$ cat src/rtl/tagdir_pkg.sv
package tagdir_pkg;
    typedef enum logic [0:0] {
        REPL_FIFO = 1'b0,
        REPL_LRU  = 1'b1
    } repl_e;
endpackage

$ cat src/rtl/tagdir_addr_split.sv
module tagdir_addr_split #(
    parameter int ADDR_W   = 48,
    parameter int OFF_W    = 4,
    parameter int SET_BITS = 2,
    parameter int SET_W    = 2,
    parameter int TAG_W    = 42
) (
    input  logic [ADDR_W-1:0] addr_i,
    output logic [SET_W-1:0]  set_o,
    output logic [TAG_W-1:0]  tag_o
);
    // byte offset within the block takes no part in the lookup
    logic unused_offset;
    assign unused_offset = ^addr_i[OFF_W-1:0];

    assign tag_o = addr_i[ADDR_W-1 -: TAG_W];

    generate
        if (SET_BITS == 0) begin : g_one_set
            assign set_o = '0;
        end else begin : g_sets
            assign set_o = addr_i[OFF_W +: SET_BITS];
        end
    endgenerate
endmodule

$ cat src/rtl/tagdir_lookup.sv
module tagdir_lookup #(
    parameter int WAYS  = 2,
    parameter int TAG_W = 42,
    parameter int WAY_W = 1
) (
    input  logic [WAYS-1:0]             valid_i,
    input  logic [WAYS-1:0][TAG_W-1:0]  tags_i,
    input  logic [WAYS-1:0][WAY_W-1:0]  ages_i,
    input  logic [TAG_W-1:0]            tag_i,
    output logic                        hit_o,
    output logic [WAY_W-1:0]            hit_way_o,
    output logic                        free_o,
    output logic [WAY_W-1:0]            free_way_o,
    output logic [WAY_W-1:0]            victim_way_o
);
    localparam logic [WAY_W-1:0] OLDEST = WAY_W'(WAYS - 1);

    logic [WAYS-1:0] match;

    genvar g;
    generate
        for (g = 0; g < WAYS; g++) begin : g_cmp
            assign match[g] = valid_i[g] && (tags_i[g] == tag_i);
        end
    endgenerate

    assign hit_o  = |match;
    assign free_o = ~&valid_i;

    // downward scans so the lowest index wins
    always_comb begin
        hit_way_o    = '0;
        free_way_o   = '0;
        victim_way_o = '0;
        for (int w = WAYS - 1; w >= 0; w--) begin
            if (match[w])            hit_way_o    = WAY_W'(w);
            if (!valid_i[w])         free_way_o   = WAY_W'(w);
            if (ages_i[w] == OLDEST) victim_way_o = WAY_W'(w);
        end
    end
endmodule

$ cat src/rtl/tagdir_age_update.sv
module tagdir_age_update #(
    parameter int WAYS  = 2,
    parameter int WAY_W = 1
) (
    input  logic [WAYS-1:0][WAY_W-1:0] ages_i,
    input  logic [WAY_W-1:0]           way_i,
    output logic [WAYS-1:0][WAY_W-1:0] ages_o
);
    // touched way becomes youngest; younger ones age by one
    always_comb begin
        for (int w = 0; w < WAYS; w++) begin
            if (ages_i[w] < ages_i[way_i]) ages_o[w] = ages_i[w] + 1'b1;
            else                           ages_o[w] = ages_i[w];
        end
        ages_o[way_i] = '0;
    end
endmodule

$ cat src/rtl/tagdir_cache.sv
module tagdir_cache
    import tagdir_pkg::*;
#(
    parameter int    ADDR_W      = 48,
    parameter int    BLOCK_BYTES = 16,
    parameter int    NUM_SETS    = 4,
    parameter int    NUM_WAYS    = 2,
    parameter int    CNT_W       = 32,
    parameter repl_e REPL        = REPL_FIFO
) (
    input  logic              clk_i,
    input  logic              rst_ni,
    input  logic              clear_i,
    input  logic              req_valid_i,
    output logic              req_ready_o,
    input  logic              req_write_i,
    input  logic [ADDR_W-1:0] req_addr_i,
    output logic              rsp_valid_o,
    output logic              rsp_hit_o,
    output logic [CNT_W-1:0]  hit_count_o,
    output logic [CNT_W-1:0]  miss_count_o,
    output logic [CNT_W-1:0]  mem_rd_count_o,
    output logic [CNT_W-1:0]  mem_wr_count_o
);
    localparam int OFF_W    = $clog2(BLOCK_BYTES);
    localparam int SET_BITS = $clog2(NUM_SETS);
    localparam int SET_W    = (SET_BITS > 0) ? SET_BITS : 1;
    localparam int WAY_W    = (NUM_WAYS > 1) ? $clog2(NUM_WAYS) : 1;
    localparam int TAG_W    = ADDR_W - OFF_W - SET_BITS;
    localparam logic [CNT_W-1:0] CNT_MAX = {CNT_W{1'b1}};

    typedef struct packed {
        logic [NUM_SETS-1:0][NUM_WAYS-1:0]             valid;
        logic [NUM_SETS-1:0][NUM_WAYS-1:0][TAG_W-1:0]  tags;
        logic [NUM_SETS-1:0][NUM_WAYS-1:0][WAY_W-1:0]  age;
        logic                                          rsp_valid;
        logic                                          rsp_hit;
        logic [CNT_W-1:0]                              hits;
        logic [CNT_W-1:0]                              misses;
        logic [CNT_W-1:0]                              mem_rd;
        logic [CNT_W-1:0]                              mem_wr;
    } state_t;

    function automatic state_t init_state();
        state_t s;
        s = '0;
        for (int i = 0; i < NUM_SETS; i++)
            for (int w = 0; w < NUM_WAYS; w++)
                s.age[i][w] = WAY_W'(w);
        return s;
    endfunction

    function automatic logic [CNT_W-1:0] sat_inc(input logic [CNT_W-1:0] v);
        return (v == CNT_MAX) ? v : v + 1'b1;
    endfunction

    state_t st_q, st_d;

    logic [SET_W-1:0]                 set_idx;
    logic [TAG_W-1:0]                 tag;
    logic                             hit, free_found;
    logic [WAY_W-1:0]                 hit_way, free_way, victim_way;
    logic [WAY_W-1:0]                 fill_way, acc_way;
    logic [NUM_WAYS-1:0][WAY_W-1:0]   next_ages;
    logic                             accept;

    assign req_ready_o = !clear_i;
    assign accept      = req_valid_i && req_ready_o;

    tagdir_addr_split #(
        .ADDR_W(ADDR_W), .OFF_W(OFF_W), .SET_BITS(SET_BITS),
        .SET_W(SET_W), .TAG_W(TAG_W)
    ) u_split (
        .addr_i(req_addr_i), .set_o(set_idx), .tag_o(tag)
    );

    tagdir_lookup #(
        .WAYS(NUM_WAYS), .TAG_W(TAG_W), .WAY_W(WAY_W)
    ) u_lookup (
        .valid_i      (st_q.valid[set_idx]),
        .tags_i       (st_q.tags[set_idx]),
        .ages_i       (st_q.age[set_idx]),
        .tag_i        (tag),
        .hit_o        (hit),
        .hit_way_o    (hit_way),
        .free_o       (free_found),
        .free_way_o   (free_way),
        .victim_way_o (victim_way)
    );

    assign fill_way = free_found ? free_way : victim_way;
    assign acc_way  = hit ? hit_way : fill_way;

    tagdir_age_update #(
        .WAYS(NUM_WAYS), .WAY_W(WAY_W)
    ) u_age (
        .ages_i (st_q.age[set_idx]),
        .way_i  (acc_way),
        .ages_o (next_ages)
    );

    always_comb begin
        st_d           = st_q;
        st_d.rsp_valid = 1'b0;
        if (clear_i) begin
            st_d = init_state();
        end else if (accept) begin
            st_d.rsp_valid = 1'b1;
            st_d.rsp_hit   = hit;
            if (hit) begin
                st_d.hits = sat_inc(st_q.hits);
            end else begin
                st_d.misses                   = sat_inc(st_q.misses);
                st_d.mem_rd                   = sat_inc(st_q.mem_rd);
                st_d.valid[set_idx][fill_way] = 1'b1;
                st_d.tags[set_idx][fill_way]  = tag;
            end
            if (req_write_i) st_d.mem_wr = sat_inc(st_q.mem_wr);
            // FIFO ages move on fills only, LRU ages on every access
            if (!hit || (REPL == REPL_LRU)) st_d.age[set_idx] = next_ages;
        end
    end

    always_ff @(posedge clk_i or negedge rst_ni) begin
        if (!rst_ni) st_q <= init_state();
        else         st_q <= st_d;
    end

    assign rsp_valid_o    = st_q.rsp_valid;
    assign rsp_hit_o      = st_q.rsp_hit;
    assign hit_count_o    = st_q.hits;
    assign miss_count_o   = st_q.misses;
    assign mem_rd_count_o = st_q.mem_rd;
    assign mem_wr_count_o = st_q.mem_wr;
endmodule

$ cat config.mk
export PLATFORM = sky130hd
export DESIGN_NAME = tagdir_cache
export DESIGN_NICKNAME = d
export VERILOG_FILES = /design/src/rtl/tagdir_pkg.sv /design/src/rtl/tagdir_addr_split.sv /design/src/rtl/tagdir_lookup.sv /design/src/rtl/tagdir_age_update.sv /design/src/rtl/tagdir_cache.sv
export SDC_FILE = /design/constraint.sdc
export NUM_CORES = 1
export LEC_CHECK = 0
export ABC_AREA = 1
export BUFFER_PORTS_ARGS = -buffer_cell sky130_fd_sc_hd__buf_2
export CAP_MARGIN = 20
export CORE_MARGIN = 3
export CORE_UTILIZATION = 30
export CTS_BUF_LIST = sky130_fd_sc_hd__clkbuf_4 sky130_fd_sc_hd__clkbuf_8 sky130_fd_sc_hd__clkbuf_16
export CTS_CLUSTER_SIZE = 16
export DETAILED_ROUTE_END_ITERATION = 10
export PLACE_DENSITY = 0.48
export SLEW_MARGIN = 10
export SYNTH_ARGS = -nofsm -noshare
export SYNTH_HDL_FRONTEND = slang
export SYNTH_SLANG_ARGS = --single-unit
$ cat constraint.sdc
create_clock -name clk_i -period 3.2 [get_ports clk_i]
set_clock_uncertainty 0.1 [all_clocks]
set_input_delay 0.16 -clock clk_i [delete_from_list [all_inputs] [get_ports clk_i]]
set_output_delay 0.16 -clock clk_i [all_outputs]
set_load 0.02 [all_outputs]
==> results.py, run 1 <==
metrics = {
    "logic_synthesis": {
        "ys_warn_count": 0,
        "synth_top_cell_area_share_pct": 39.9,
        "ys_types": 34,
        "synth_area_leader_cell": "dfrtp_1",
        "ys_ff_latch": 482,
        "synth_nets": 4553,
        "synth_seq_area_share_pct": 40.3,
        "syn_inst": 4496,
        "synth_area_um2": 30000,
        "avgSynthCellArea_um2": 6.66,
        "synth.area.top_cells": "dfrtp_1, nand2_1, nand3_1, nor3_1, buf_4",
    },
    "hold_path": {
        "min_path_cells": 5,
        "min_path_type": "in -> reg",
    },
    "drt": {
        "routed_wl_um": 112000,
        "drc": 0,
        "first_pass_iters": 5,
        "drtIter0Drc": 2428,
        "wl_per_cell_um": 18.9,
        "ant_nets": 0,
        "via_per_inst": 4.97,
        "num_vias": 29400,
    },
    "floorplanning": {
        "dieArea_um2": 104000,
        "die_w_um": 322,
        "start_util_pct": 30.4,
        "rows": 115,
        "core_area_um2": 98700,
        "die_height_um": 322,
        "io_pins": 184,
    },
    "cells_and_area": {
        "final_common_cell": "nand2_1",
        "nNetsFinal": 4634,
        "drive_gt1_share_pct": 11.5,
        "stdcell_count": 5911,
        "syn_to_final_growth_pct": 17.5,
        "layout_common_cells": "nand2_1, nand3_1, dfrtp_1",
        "design_area_um2": 35200,
    },
    "sta": {
        "setup_violations": 0,
        "maxSlewViolCount": 0,
        "period_share_pct": 91.2,
        "rsz0062_at_grt": "no",
        "holdWs_ns": 0.0468,
        "slew_headroom_pct": 48.0,
        "period_needed_ns": 2.92,
        "worst_slew_pin_slew_ns": 0.780,
        "finalHoldViolCount": 0,
        "max_freq_ghz": 0.343,
    },
    "setup_path": {
        "crit_fanout": 16,
        "arrival_ns": 3.35,
        "end_kind": "flip-flop",
        "startpoint_type": "flip-flop",
        "cpMostUsedCell": "nand2_1",
        "critPathMaxStageDelay_ns": 0.38,
        "worst_ep_required_time_ns": 3.63,
        "worstPathCellList": "nand2_1, nand2_1, nand2_1, buf_4, nand2_1, nand2_1, nand2_1, nor2_1, nand2_1, nor2_1, nand2_1, nor2_1, nand2_2, nand3_2, nand2_4, buf_4, nand2_1, buf_4, nand2_1, nand2_1",
        "reg2reg_depth": 20,
        "cp_slowest_cell": "dfrtp_1",
        "path_class": "reg -> reg",
    },
    "cts": {
        "clkLatencyLatePin_ns": 0.63,
        "cts-root-buf": "clkbuf_16",
        "htreeDepth": 3,
        "cts_buffers": 66,
        "cts_resized": 0,
        "ctsLongestPathBuffers": 3,
        "path_clk_slew_ns": 0.06,
        "cts_sinks": 482,
        "cts_tree": "yes",
    },
    "run_status": {
        "status": "complete, no violations",
    },
    "placement": {
        "port_buffers": 179,
        "dp_hpwl_um": 71500,
        "dp.cells": 5751,
        "post_dp_cell_area_um2": 32600,
        "gp_congestion": 0.882,
    },
    "power": {
        "p_per_area_nw_per_um2": 442,
        "ir_worst_vdd_mv": 0.331,
        "leakagePower_uw": 0.0174,
    },
    "global_route": {
        "grt_pass1_vias": 28100,
        "antenna_found_initial": 4,
        "grt_usage_pct": 21.4,
        "overflow": 0,
        "grt_pass1_wl_um": 174000,
        "grt_max_degree": 103,
    },
    "flow_run": {
        "maxCapViolCount": 0,
    },
}
==> stage by stage <==
step	TNS (ns)	worst slack, ns	power, uW	util [%]
2_1_floorplan	0	0.801	7120	-
3_3_place_gp	-0.978	-0.0311	8070	33.0
3_5_place_dp	-2.02	-0.0555	8070	33.0
4_1_cts	0	0.281	15800	35.7
5_1_grt	0	0.0711	16200	35.7
6_report	0	0.282	15600	35.7
==> cell usage after synthesis <==
master,number
dfstp_2,4
o21a_1,2
buf_2,100
clkinv_1,41
o31ai_1,12
inv_1,127
nand3_1,517
buf_6,3
nand2_1,1941
xnor2_1,45
nand2_2,8
o21ai_0,38
nand3b_1,2
dfrtp_1,478
a22oi_1,6
a21boi_2,1
a22o_1,1
a31oi_1,1
buf_1,21
xor2_1,58
nor2_2,1
buf_4,141
a21oi_1,45
clkbuf_1,137
nor3b_1,4
nor3_1,401
nor4_1,35
ha_1,4
o21ai_1,2
nand3_2,2
inv_2,8
and3_1,2
nand4_1,42
nor2_1,266
==> timing repair <==
action / 4_1_cts / 5_1_grt
hold buffers: 45 / 0
hold endpoints to repair: 689 / 0
buffers inserted: 0 / 0
==> worst paths after layout <==
check	slack, ns	start	to
max	0.28	st_q[447]	miss_count_o[23]
min	0.05	req_addr_i[46]	st_q[220]
max reg2reg	0.28	st_q[447]	miss_count_o[23]
min reg2reg	0.37	st_q[336]	st_q[336]
max in group asynchronous	2.05	rst_ni	st_q[289]
min in group asynchronous	0.06	rst_ni	mem_wr_count_o[31]
==> where the power goes <==
group / internal [uW] / switching [uW] / leakage [uW] / total (uW)
combinational: 493 / 1300 / 0.00960 / 1800
sequential: 6170 / 40.9 / 0.00670 / 6210
clock: 4610 / 2960 / 0.00111 / 7570
==> flip-flops by register name (all words and copies together) (netlist names) <==
signal / cells
mem_rd_count_o: 32
rsp_hit_o: 1
st_q: 352
mem_wr_count_o: 32
hit_count_o: 32
miss_count_o: 32
rsp_valid_o: 1
==> worst max-delay path, delay by kind of cell, from the launching register on <==
family | cells | cell delay, ns
AND/OR/NAND/NOR | 17 | 1.76
buffers and inverters | 3 | 0.58
flip-flops | 1 | 0.38
==> cell families (layout without fill, tap and decap cells) <==
group	Yosys count	in the layout	share of synthesized area (%)
simple gates	3221	3221	45.0
buf+inv	578	705	9.50
flops	482	482	40.3
compound gates	108	108	2.01
xor+xnor	103	103	3.01
fa+ha+maj	4	4	0.167
other cells	0	1	0
==> metal layers <==
metal | share of wire [%] | GRT usage [%] | vias up | wire length [um]
met5 | 0.024 | 0 | - | 27
met4 | 1.9 | 5.48 | 4 | 2160
met3 | 5.2 | 3.01 | 133 | 5840
met2 | 46 | 34.6 | 765 | 51500
met1 | 47 | 30.1 | 14000 | 52300
li1 | - | - | 14500 | -
==> area by class of cell <==
cell class | instances | area [um^2]
multi-input cells | 3436 | 15100
fillers | 10700 | 63500
repair buffers | 415 | 3550
flip-flops and latches | 482 | 12100
clock inverters | 15 | 164
well taps | 1287 | 1610
diodes | 1 | 2.50
inverters | 176 | 674
clock buffers | 99 | 2030
Note: power is estimated with default switching activity, not from simulation.
==> inputs of run 2 (changes only) <==
--- a/config.mk
+++ b/config.mk
@@ -8,7 +8,6 @@
 export ABC_AREA = 1
 export BUFFER_PORTS_ARGS = -buffer_cell sky130_fd_sc_hd__buf_2
 export CAP_MARGIN = 20
-export CORE_MARGIN = 3
 export CORE_UTILIZATION = 30
 export CTS_BUF_LIST = sky130_fd_sc_hd__clkbuf_4 sky130_fd_sc_hd__clkbuf_8 sky130_fd_sc_hd__clkbuf_16
 export CTS_CLUSTER_SIZE = 16
==> constraint.sdc (replaced) <==
create_clock -name clk_i -period 3.54 [get_ports clk_i]
set_clock_uncertainty 0.1 [all_clocks]
set_input_delay 0.177 -clock clk_i [delete_from_list [all_inputs] [get_ports clk_i]]
set_output_delay 0.177 -clock clk_i [all_outputs]
set_load 0.02 [all_outputs]
==> run 2 against run 1 <==
First-iteration DRC count increased by 7.9%. Cell area shrank 1.0%. Worst hold slack got worse by 0.0012 ns. Worst setup slack better by 0.21 ns. Critical endpoint is now mem_wr_count_o[27]. Largest cell class unchanged.
==> results.py, run 2 (synthesis gave the netlist of run 1 again) <==
metrics = {
    "run_status": {
        "status": "complete, no violations",
    },
    "setup_path": {
        "end_kind": "flip-flop",
        "rr_startpoint": "mem_wr_count_o[0]",
        "path_class": "reg -> reg",
        "regToRegSetupSlack_ns": 0.49,
        "arrival_ns": 3.46,
        "reg2reg_depth": 15,
        "crit_fanout": 11,
        "r2r_end": "mem_wr_count_o[27]",
        "worst_ep_required_time_ns": 3.96,
        "startpoint_type": "flip-flop",
    },
    "drt": {
        "routed-wl-met3_um": 6190,
        "wl_met2_um": 52100,
        "num_vias": 29700,
        "highest-signal-layer": "met5",
        "wl_met1_um": 53100,
        "drc": 0,
        "via_per_inst": 5.04,
        "first_pass_iters": 6,
        "drtIter0Drc": 2620,
        "ant_nets": 0,
        "wl_per_cell_um": 19.4,
        "routed_wl_um": 114000,
    },
    "cells_and_area": {
        "final_core_util_pct": 35.3,
        "layout_common_cells": "nand2_1, nand3_1, dfrtp_1",
        "syn_to_final_growth_pct": 16.3,
        "drive_gt1_share_pct": 11.2,
        "stdcell_count": 5888,
        "regMostFlops": "st_q",
        "largest_reg_flops": 352,
        "final_common_cell": "nand2_1",
        "nNetsFinal": 4603,
    },
    "global_route": {
        "grt_usage_pct": 22.4,
        "overflow": 0,
        "grt_pass1_vias": 28700,
        "grt_pass1_wl_um": 177000,
        "antenna_found_initial": 5,
        "grt_max_degree": 138,
    },
    "power": {
        "leakagePower_uw": 0.0172,
        "p_per_area_nw_per_um2": 401,
        "ir_worst_vdd_mv": 0.282,
    },
    "floorplanning": {
        "rows": 115,
        "io_pins": 184,
        "dieArea_um2": 101000,
        "die_w_um": 318,
        "core_area_um2": 98700,
        "die_height_um": 318,
        "start_util_pct": 30.4,
    },
    "sta": {
        "setup_tns_ns": 0,
        "setup_violations": 0,
        "maxSlewViolCount": 0,
        "finalHoldViolCount": 0,
        "rsz0062_at_grt": "no",
        "period_needed_ns": 3.05,
        "worst_slew_pin_slew_ns": 0.875,
        "slew_headroom_pct": 41.7,
        "max_freq_ghz": 0.328,
        "setup_ws_ns": 0.494,
        "period_share_pct": 86.0,
        "holdWs_ns": 0.0456,
    },
    "cts": {
        "cts-root-buf": "clkbuf_16",
        "path_clk_slew_ns": 0.06,
        "htreeDepth": 3,
        "cts_buffers": 66,
        "clkLatencyLatePin_ns": 0.64,
        "ctsLongestPathBuffers": 3,
        "cts_tree": "yes",
        "cts_resized": 0,
        "cts_sinks": 482,
    },
    "placement": {
        "gp_congestion": 0.892,
        "dp_hpwl_um": 71100,
        "place_ws_ns": 0.184,
        "port_buffers": 179,
        "dp.cells": 5728,
    },
    "hold_path": {
        "min_path_cells": 6,
        "min_path_type": "in -> reg",
        "hold_end": "st_q[375]",
        "hold_path.startpoint": "req_addr_i[33]",
    },
    "flow_run": {
        "maxCapViolCount": 0,
    },
}
run 2: changes by cell type in the layout (fill, tap and decap cells not counted), sizes merged:
cell         delta
dlygate4sd3     -8
bufinv          -3
inv             +4
clkinv          +1
diode           +2
clkbuf          +3
buf            -23
clkinvlp        +1
run 2: final cells by class:
| class | instances | area [um^2] |
|---|---|---|
| Tap cell | 1287 | 1610 |
| Fill cell | 10800 | 63900 |
| Clock inverter | 18 | 133 |
| Inverter | 176 | 674 |
| Clock buffer | 102 | 2030 |
| Sequential cell | 482 | 12100 |
| Timing Repair Buffer | 384 | 3220 |
| Multi-Input combinational cell | 3436 | 15100 |
| Antenna cell | 3 | 7.51 |
run 2: report_power, final:
part	switching [uW]	internal (uW)	total, uW
Combinational	1200	421	1620
Sequential	38.5	5580	5620
Clock	2770	3960	6730
Total	4010	9960	14000
run 2: per-stage QoR:
stage	total power, uW	instance area (um^2)
after detailed placement	7300	32300
after global routing	14500	34800
after global placement	7300	32300
final	14000	34900
after floorplan	6440	30000
after CTS	14200	34800
run 2: worst max-delay path by stage:
stage	startpoint	to	slack, ns	cells past startpoint
4_1_cts	mem_wr_count_o[0]	mem_wr_count_o[24]	0.55	15
6_report	mem_wr_count_o[0]	mem_wr_count_o[27]	0.49	15
3_3_place_gp	req_addr_i[5]	st_q[223]	0.19	19
5_1_grt	mem_wr_count_o[0]	mem_wr_count_o[27]	0.27	15
2_1_floorplan	req_addr_i[4]	miss_count_o[31]	1.12	20
3_5_place_dp	req_addr_i[5]	st_q[226]	0.18	19
run 2: metal layers:
| metal | vias to the layer above | global-route usage [%] |
|---|---|---|
| met4 | 4 | 6.34 |
| met1 | 14200 | 31.1 |
| li1 | 14400 | - |
| met3 | 167 | 3.18 |
| met2 | 864 | 35.9 |
| met5 | - | 0 |
run 2: what timing repair did:
| action | in CTS | in global routing |
|---|---|---|
| setup buffers | 0 | 0 |
| hold buffers | 37 | 0 |
| endpoints found under the hold margin | 303 | 0 |
run 2: worst max-delay path, cell delays in order, from the launching register on:
cell and delay (ns):
dfrtp_1 0.44, ha_1 0.27, nand3_1 0.14, nor2_1 0.11
nand2_1 0.14, nor2_1 0.12, inv_1 0.06, nor2_1 0.33
nand4_1 0.22, nand3_1 0.14, nand2_1 0.22, buf_4 0.26
nand3_1 0.12, nor2_1 0.07, a21oi_1 0.12, nor2_1 0.06
